--- config.mk ---
export PLATFORM = sky130hd
export DESIGN_NAME = rx_flow_detect
export DESIGN_NICKNAME = d
export VERILOG_FILES = /design/src/rtl/rxfc_pkg.sv /design/src/rtl/rxfc_char_cmp.sv /design/src/rtl/rxfc_pair_tracker.sv /design/src/rtl/rxfc_suspend_ctl.sv /design/src/rtl/rx_flow_detect.sv
export SDC_FILE = /design/constraint.sdc
export NUM_CORES = 1
export LEC_CHECK = 0
export BUFFER_PORTS_ARGS = -buffer_cell sky130_fd_sc_hd__buf_2
export CAP_MARGIN = 10
export CORE_UTILIZATION = 45
export DETAILED_ROUTE_END_ITERATION = 16
export GPL_TIMING_DRIVEN = 0
export HOLD_SLACK_MARGIN = 0.03
export PLACE_DENSITY = 0.79
export SLEW_MARGIN = 20
export SYNTH_ARGS = -nofsm -noshare
export SYNTH_HDL_FRONTEND = slang
export SYNTH_SLANG_ARGS = --single-unit
--- constraint.sdc ---
create_clock -name clk -period 2.35 [get_ports clk]
set_input_delay 0.3525 -clock clk [delete_from_list [all_inputs] [get_ports clk]]
set_output_delay 0.3525 -clock clk [all_outputs]
set_load 0.005 [all_outputs]
--- src/rtl/rxfc_pkg.sv ---
package rxfc_pkg;
   typedef enum logic [1:0] {
      FC_OFF     = 2'b00,
      FC_SINGLE  = 2'b01,
      FC_DOUBLE  = 2'b10,
      FC_SPECIAL = 2'b11
   } fc_mode_e;

   typedef enum logic [1:0] {
      PEND_NONE = 2'b00,
      PEND_STOP = 2'b01,
      PEND_GO   = 2'b10
   } pend_e;

   // comparator slot order
   localparam int SLOT_GO1   = 0;
   localparam int SLOT_GO2   = 1;
   localparam int SLOT_STOP1 = 2;
   localparam int SLOT_STOP2 = 3;
   localparam int N_SLOTS    = 4;
endpackage

--- src/rtl/rxfc_char_cmp.sv ---
module rxfc_char_cmp #(
   parameter int DATA_W = 8,
   parameter int MIN_W  = 5,
   parameter int WL_W   = 2,
   parameter int N_REF  = 4
) (
   input  logic [DATA_W-1:0]       rx_char,
   input  logic [WL_W-1:0]         word_len,
   input  logic [N_REF*DATA_W-1:0] refs,
   output logic [N_REF-1:0]        hit
);
   localparam int MAX_LEN = MIN_W + (1 << WL_W) - 1;

   if (MAX_LEN > DATA_W) begin : g_bad_len
      $error("rxfc_char_cmp: longest word exceeds DATA_W");
   end

   logic [DATA_W-1:0] len_mask;

   always_comb begin
      for (int i = 0; i < DATA_W; i++) begin
         len_mask[i] = (i < (MIN_W + int'(word_len)));
      end
   end

   for (genvar k = 0; k < N_REF; k++) begin : g_slot
      assign hit[k] = ~|((rx_char ^ refs[k*DATA_W +: DATA_W]) & len_mask);
   end
endmodule

--- src/rtl/rxfc_pair_tracker.sv ---
module rxfc_pair_tracker
   import rxfc_pkg::*;
#(
   parameter int DATA_W    = 8,
   parameter bit DOUBLE_EN = 1'b1
) (
   input  logic              clk,
   input  logic              rst_n,
   input  logic              rx_valid,
   input  logic [DATA_W-1:0] rx_char,
   input  fc_mode_e          mode,
   input  logic              hit_go1,
   input  logic              hit_go2,
   input  logic              hit_stop1,
   input  logic              hit_stop2,
   output logic              stop_evt,
   output logic              go_evt,
   output logic              spec_evt,
   output logic              fifo_we,
   output logic [DATA_W-1:0] fifo_data
);
   pend_e             pend_q, pend_n;
   logic [DATA_W-1:0] held_q, held_n;
   logic              spill_vld, spill_set;
   logic [DATA_W-1:0] spill_q;
   logic              wr_now, new_free, as_single;
   logic [DATA_W-1:0] wr_data;

   assign as_single = (mode == FC_SINGLE) || ((mode == FC_DOUBLE) && !DOUBLE_EN);

   always_comb begin
      stop_evt  = 1'b0;
      go_evt    = 1'b0;
      spec_evt  = 1'b0;
      wr_now    = 1'b0;
      wr_data   = rx_char;
      spill_set = 1'b0;
      new_free  = 1'b1;
      pend_n    = pend_q;
      held_n    = held_q;
      if (rx_valid) begin
         if (as_single) begin
            pend_n = PEND_NONE;
            if (hit_stop1)    stop_evt = 1'b1;
            else if (hit_go1) go_evt   = 1'b1;
            else              wr_now   = 1'b1;
         end else if (mode == FC_DOUBLE) begin
            if (pend_q == PEND_STOP && hit_stop2) begin
               stop_evt = 1'b1;
               pend_n   = PEND_NONE;
            end else if (pend_q == PEND_GO && hit_go2) begin
               go_evt = 1'b1;
               pend_n = PEND_NONE;
            end else begin
               if (hit_stop1) begin
                  pend_n   = PEND_STOP;
                  held_n   = rx_char;
                  new_free = 1'b0;
               end else if (hit_go1) begin
                  pend_n   = PEND_GO;
                  held_n   = rx_char;
                  new_free = 1'b0;
               end else begin
                  pend_n = PEND_NONE;
               end
               if (pend_q != PEND_NONE) begin
                  wr_now    = 1'b1;
                  wr_data   = held_q;
                  spill_set = new_free;
               end else begin
                  wr_now = new_free;
               end
            end
         end else if (mode == FC_SPECIAL) begin
            pend_n   = PEND_NONE;
            wr_now   = 1'b1;
            spec_evt = hit_stop2;
         end else begin
            pend_n = PEND_NONE;
            wr_now = 1'b1;
         end
      end
   end

   if (DOUBLE_EN) begin : g_pair
      always_ff @(posedge clk) begin
         if (!rst_n) begin
            pend_q <= PEND_NONE;
            held_q <= '0;
         end else begin
            pend_q <= pend_n;
            held_q <= held_n;
         end
      end
   end else begin : g_no_pair
      assign pend_q = PEND_NONE;
      assign held_q = '0;
   end

   always_ff @(posedge clk) begin
      if (!rst_n) begin
         fifo_we   <= 1'b0;
         fifo_data <= '0;
         spill_vld <= 1'b0;
         spill_q   <= '0;
      end else begin
         fifo_we   <= wr_now | spill_vld;
         fifo_data <= spill_vld ? spill_q : wr_data;
         spill_vld <= spill_set;
         spill_q   <= rx_char;
      end
   end

   // a single-mode flow-control character never reaches the FIFO
   assert_drop_single_R2 : assert property (@(posedge clk) disable iff (!rst_n)
      (rx_valid && mode == FC_SINGLE && (hit_stop1 || hit_go1) && !spill_vld) |=> !fifo_we);

   // special-mode match is stored unchanged
   assert_special_store_R9 : assert property (@(posedge clk) disable iff (!rst_n)
      (rx_valid && mode == FC_SPECIAL && hit_stop2 && !spill_vld)
      |=> (fifo_we && fifo_data == $past(rx_char)));

   // strobes are separated by an idle cycle
   assert_strobe_gap_R11 : assert property (@(posedge clk) disable iff (!rst_n)
      rx_valid |=> !rx_valid);
endmodule

--- src/rtl/rxfc_suspend_ctl.sv ---
module rxfc_suspend_ctl (
   input  logic clk,
   input  logic rst_n,
   input  logic stop_evt,
   input  logic go_evt,
   input  logic spec_evt,
   input  logic irq_en,
   input  logic tx_boundary,
   output logic tx_suspend,
   output logic detect_flag
);
   logic req_q, req_n;

   always_comb begin
      req_n = req_q;
      if (stop_evt)    req_n = 1'b1;
      else if (go_evt) req_n = 1'b0;
   end

   always_ff @(posedge clk) begin
      if (!rst_n) begin
         req_q       <= 1'b0;
         tx_suspend  <= 1'b0;
         detect_flag <= 1'b0;
      end else begin
         req_q <= req_n;
         if (tx_boundary) tx_suspend <= req_n;
         if (go_evt)
            detect_flag <= 1'b0;
         else if ((stop_evt && irq_en) || spec_evt)
            detect_flag <= 1'b1;
      end
   end

   // no change to the suspend output in mid-character
   assert_hold_mid_char_R3 : assert property (@(posedge clk) disable iff (!rst_n)
      !tx_boundary |=> $stable(tx_suspend));

   // a resume match clears the flag
   assert_resume_clears_R4 : assert property (@(posedge clk) disable iff (!rst_n)
      go_evt |=> !detect_flag);

   // stop match with interrupts disabled leaves the flag low
   assert_flag_gated_R8 : assert property (@(posedge clk) disable iff (!rst_n)
      (stop_evt && !irq_en && !spec_evt && !detect_flag) |=> !detect_flag);
endmodule

--- src/rtl/rx_flow_detect.sv ---
module rx_flow_detect
   import rxfc_pkg::*;
#(
   parameter int DATA_W    = 8,
   parameter int MIN_W     = 5,
   parameter int WL_W      = 2,
   parameter bit DOUBLE_EN = 1'b1
) (
   input  logic              clk,
   input  logic              rst_n,
   input  logic              rx_valid,
   input  logic [DATA_W-1:0] rx_char,
   input  logic [WL_W-1:0]   word_len,
   input  logic [1:0]        fc_mode,
   input  logic [DATA_W-1:0] go1,
   input  logic [DATA_W-1:0] go2,
   input  logic [DATA_W-1:0] stop1,
   input  logic [DATA_W-1:0] stop2,
   input  logic              xoff_irq_en,
   input  logic              tx_boundary,
   output logic              tx_suspend,
   output logic              fifo_we,
   output logic [DATA_W-1:0] fifo_data,
   output logic              detect_flag,
   output logic              irq
);
   localparam int MAX_LEN = MIN_W + (1 << WL_W) - 1;

   if (MIN_W < 1 || MAX_LEN > DATA_W) begin : g_bad_cfg
      $error("rx_flow_detect: MIN_W/WL_W do not fit DATA_W");
   end

   logic [N_SLOTS*DATA_W-1:0] refs;
   logic [N_SLOTS-1:0]        hit;
   logic                      stop_evt, go_evt, spec_evt;
   fc_mode_e                  mode;

   assign mode = fc_mode_e'(fc_mode);
   assign refs = {stop2, stop1, go2, go1};

   rxfc_char_cmp #(
      .DATA_W (DATA_W),
      .MIN_W  (MIN_W),
      .WL_W   (WL_W),
      .N_REF  (N_SLOTS)
   ) cmp_i (
      .rx_char  (rx_char),
      .word_len (word_len),
      .refs     (refs),
      .hit      (hit)
   );

   rxfc_pair_tracker #(
      .DATA_W    (DATA_W),
      .DOUBLE_EN (DOUBLE_EN)
   ) trk_i (
      .clk       (clk),
      .rst_n     (rst_n),
      .rx_valid  (rx_valid),
      .rx_char   (rx_char),
      .mode      (mode),
      .hit_go1   (hit[SLOT_GO1]),
      .hit_go2   (hit[SLOT_GO2]),
      .hit_stop1 (hit[SLOT_STOP1]),
      .hit_stop2 (hit[SLOT_STOP2]),
      .stop_evt  (stop_evt),
      .go_evt    (go_evt),
      .spec_evt  (spec_evt),
      .fifo_we   (fifo_we),
      .fifo_data (fifo_data)
   );

   rxfc_suspend_ctl sus_i (
      .clk         (clk),
      .rst_n       (rst_n),
      .stop_evt    (stop_evt),
      .go_evt      (go_evt),
      .spec_evt    (spec_evt),
      .irq_en      (xoff_irq_en),
      .tx_boundary (tx_boundary),
      .tx_suspend  (tx_suspend),
      .detect_flag (detect_flag)
   );

   assign irq = detect_flag & xoff_irq_en;

   // off mode never touches suspend or flag
   assert_off_quiet_R10 : assert property (@(posedge clk) disable iff (!rst_n)
      (rx_valid && mode == FC_OFF) |=> ($stable(detect_flag) && $stable(tx_suspend)));
endmodule

==> results.cfg <==
[detailed_routing]
dr.pass1.iters = 4
final_antenna_net_count = 0
drt-wirelength-per-cell_um = 13.3
drc_errors = 0
wl_um = 4050
vias = 1559
drt_iter0_drc = 126
viasPerCell = 5.13

[sta]
period_share = 0.760
fin_skew_ns = 0.00397
timing.final.setup_violations = 0
fin_tns_setup_ns = 0
hold_viol = 0
setup_ws_ns = 0.564
report.final.slew_viol_count = 0
min_period_ns = 1.79
relSlewSlack = 0.662
tightest_slew_ns = 0.507
rsz0062_at_grt = false
max_clock_freq_mhz = 560

[synth]
synth-main-ff-cell = dfxtp_1
post_synth_num_cell_types = 36
syn-mean-instance-area_um2 = 8.67
async_flop_share = 0
synth-edff-count = 0
ys_seq_elements = 31
synth_area_mm2 = 0.00172
ys_warn_count = 0
synth_nets = 247
ys_seq_area_frac = 0.362
synthCells = 198

[cts]
cts_buffers = 5
path_clk_slew_ns = 0.07
clock_sinks = 31
cts_max_level = 2
cts-hold-fix-buffers = 0
cts_tree = done
post_cts_buffers = 0
clockRootBuffer = clkbuf_8
cts.path.max_buffers = 2
post_cts_resized = 0
clock_latency_ns = 0.28

[final_layout]
mostFrequentLayoutCells = 58 x buf_2, 31 x dfxtp_1, 23 x nand2_1, 23 x xor2_1, 17 x mux2i_1
instances_no_fill = 304
diodes = 0
final_common_cell = buf_2
area_growth_pct = 23.0
nets = 304
drive_gt1_frac = 0.281

[setup_path]
reg2reg_from = trk_i.pend_q[0]
startpoint_type = input pin
cp.arrival_ns = 1.93
end_kind = register
r2r_setup_slack_ns = 0.67
crit_fanout = 9
required_ns = 2.49
cp-endpoint = trk_i.fifo_data[5]
rr_worst_depth = 6
rr_endpoint = trk_i.fifo_data[5]
startpoint = rx_char[7]
critPathKind = in -> reg

[floorplan]
coreArea_mm2 = 0.00366
num_io_pins = 61
num_rows = 22
die-height_um = 63.8
dieWidth_um = 63.8
start_util = 0.469
dieArea_mm2 = 0.00407

[place]
io_buffer_count = 50
dp_hpwl_um = 3020
pre_cts_ws_ns = 0.295
gp_congestion = 0.843
place_inst = 296

[flow_run]
maxCapViolCount = 0

[global_route]
grt_pass1_vias = 1421
grt_max_degree = 11
grt_overflow = 0
grt_pass1_wl_um = 6520
antenna_found_initial = 0
grt.total_usage = 0.214

[run_status]
status = complete, no violations

[power]
finalPower_mw = 1.13
power_density_mw_per_mm2 = 537
leakagePower_nw = 1.00
irDropWorstVdd_uv = 261

[hold_path]
hp-class = in -> reg
worst min path at each step:
| stage | startpoint | slack, ns | end | depth (start not counted) |
|---|---|---|---|---|
| global route | tx_boundary | 0.36 | sus_i.tx_suspend | 3 |
| finish | tx_boundary | 0.35 | sus_i.tx_suspend | 3 |
| detailed placement | trk_i.held_q[6] | 0.45 | trk_i.held_q[6] | 2 |
| global placement | trk_i.held_q[3] | 0.45 | trk_i.held_q[3] | 2 |
| CTS | tx_boundary | 0.35 | sus_i.tx_suspend | 3 |
| floorplan | trk_i.held_q[6] | 0.44 | trk_i.held_q[6] | 2 |
through the flow:
stage | util | cell area (um^2) | hold WS, ns
6_report | 0.577 | 2110 | 0.350
5_1_grt | 0.577 | 2110 | 0.362
4_1_cts | 0.577 | 2110 | 0.348
3_5_place_dp | 0.554 | 2030 | 0.452
3_3_place_gp | 0.554 | 2030 | 0.446
2_1_floorplan | - | 1720 | 0.438
cell type report:
type                       count  area, um^2
multi-input combinational    142         985
fill                         337        1550
clock buffer                   5        68.8
clock inverter                 3        15.0
tap                           48        60.1
sequential                    31         621
buffer                        14        70.1
timing repair buffer          50         250
inverter                      11        41.3
power breakdown:
| group | internal (mW) | switching (mW) | leakage, nW |
|---|---|---|---|
| Clock | 0.202 | 0.204 | 0.0477 |
| Sequential | 0.542 | 0.00369 | 0.254 |
| Combinational | 0.0847 | 0.0977 | 0.700 |
| Total | 0.829 | 0.305 | 1.00 |
worst max-delay path, stage by stage:
cell and delay (ns):
buf_2 0.16, xor2_1 0.17, a21o_1 0.20, a2111oi_4 0.45
nor4_1 0.14, buf_6 0.18, mux2i_1 0.17, a21oi_1 0.10
cells in the mapped netlist (2+ instances only):
master,instances,area share
dfxtp_1,31,0.36
nand2_1,23,0.050
xor2_1,23,0.12
mux2i_1,17,0.099
a21oi_1,13,0.038
inv_1,11,0.024
o21ai_0,9,0.026
xnor2_1,9,0.046
buf_2,8,0.023
clkbuf_1,5,0.011
nor3_1,5,0.015
a22oi_1,4,0.017
nand2b_1,4,0.015
nand3_1,4,0.012
nor2_1,4,0.0087
and2_1,3,0.011
nor2b_1,3,0.011
a211oi_1,2,0.0087
nand3b_1,2,0.0087
nand4_1,2,0.0073
flip-flops by register name (all words and copies together) (netlist names):
| name | count |
|---|---|
| sus_i.tx_suspend | 1 |
| sus_i.req_q | 1 |
| sus_i.detect_flag | 1 |
| trk_i.fifo_we | 1 |
| trk_i.spill_vld | 1 |
| trk_i.held_q | 8 |
| trk_i.spill_q | 8 |
| trk_i.fifo_data | 8 |
| trk_i.pend_q | 2 |
cells by family after synthesis:
| group | count (synthesis) | synth area share |
|---|---|---|
| xor+xnor | 32 | 0.163 |
| buf+inv | 25 | 0.0649 |
| mux | 17 | 0.0991 |
| flops | 31 | 0.362 |
| simple gates | 57 | 0.171 |
| compound gates | 36 | 0.140 |
per-layer routing:
layer	part of all wire	vias up	GRT usage
met1	0.45	717	0.269
met3	0.055	7	0.0625
met2	0.47	54	0.344
li1	-	781	-
met4	0.018	0	0.0795
met5	0	-	0
(Power assumes the default switching activity.)
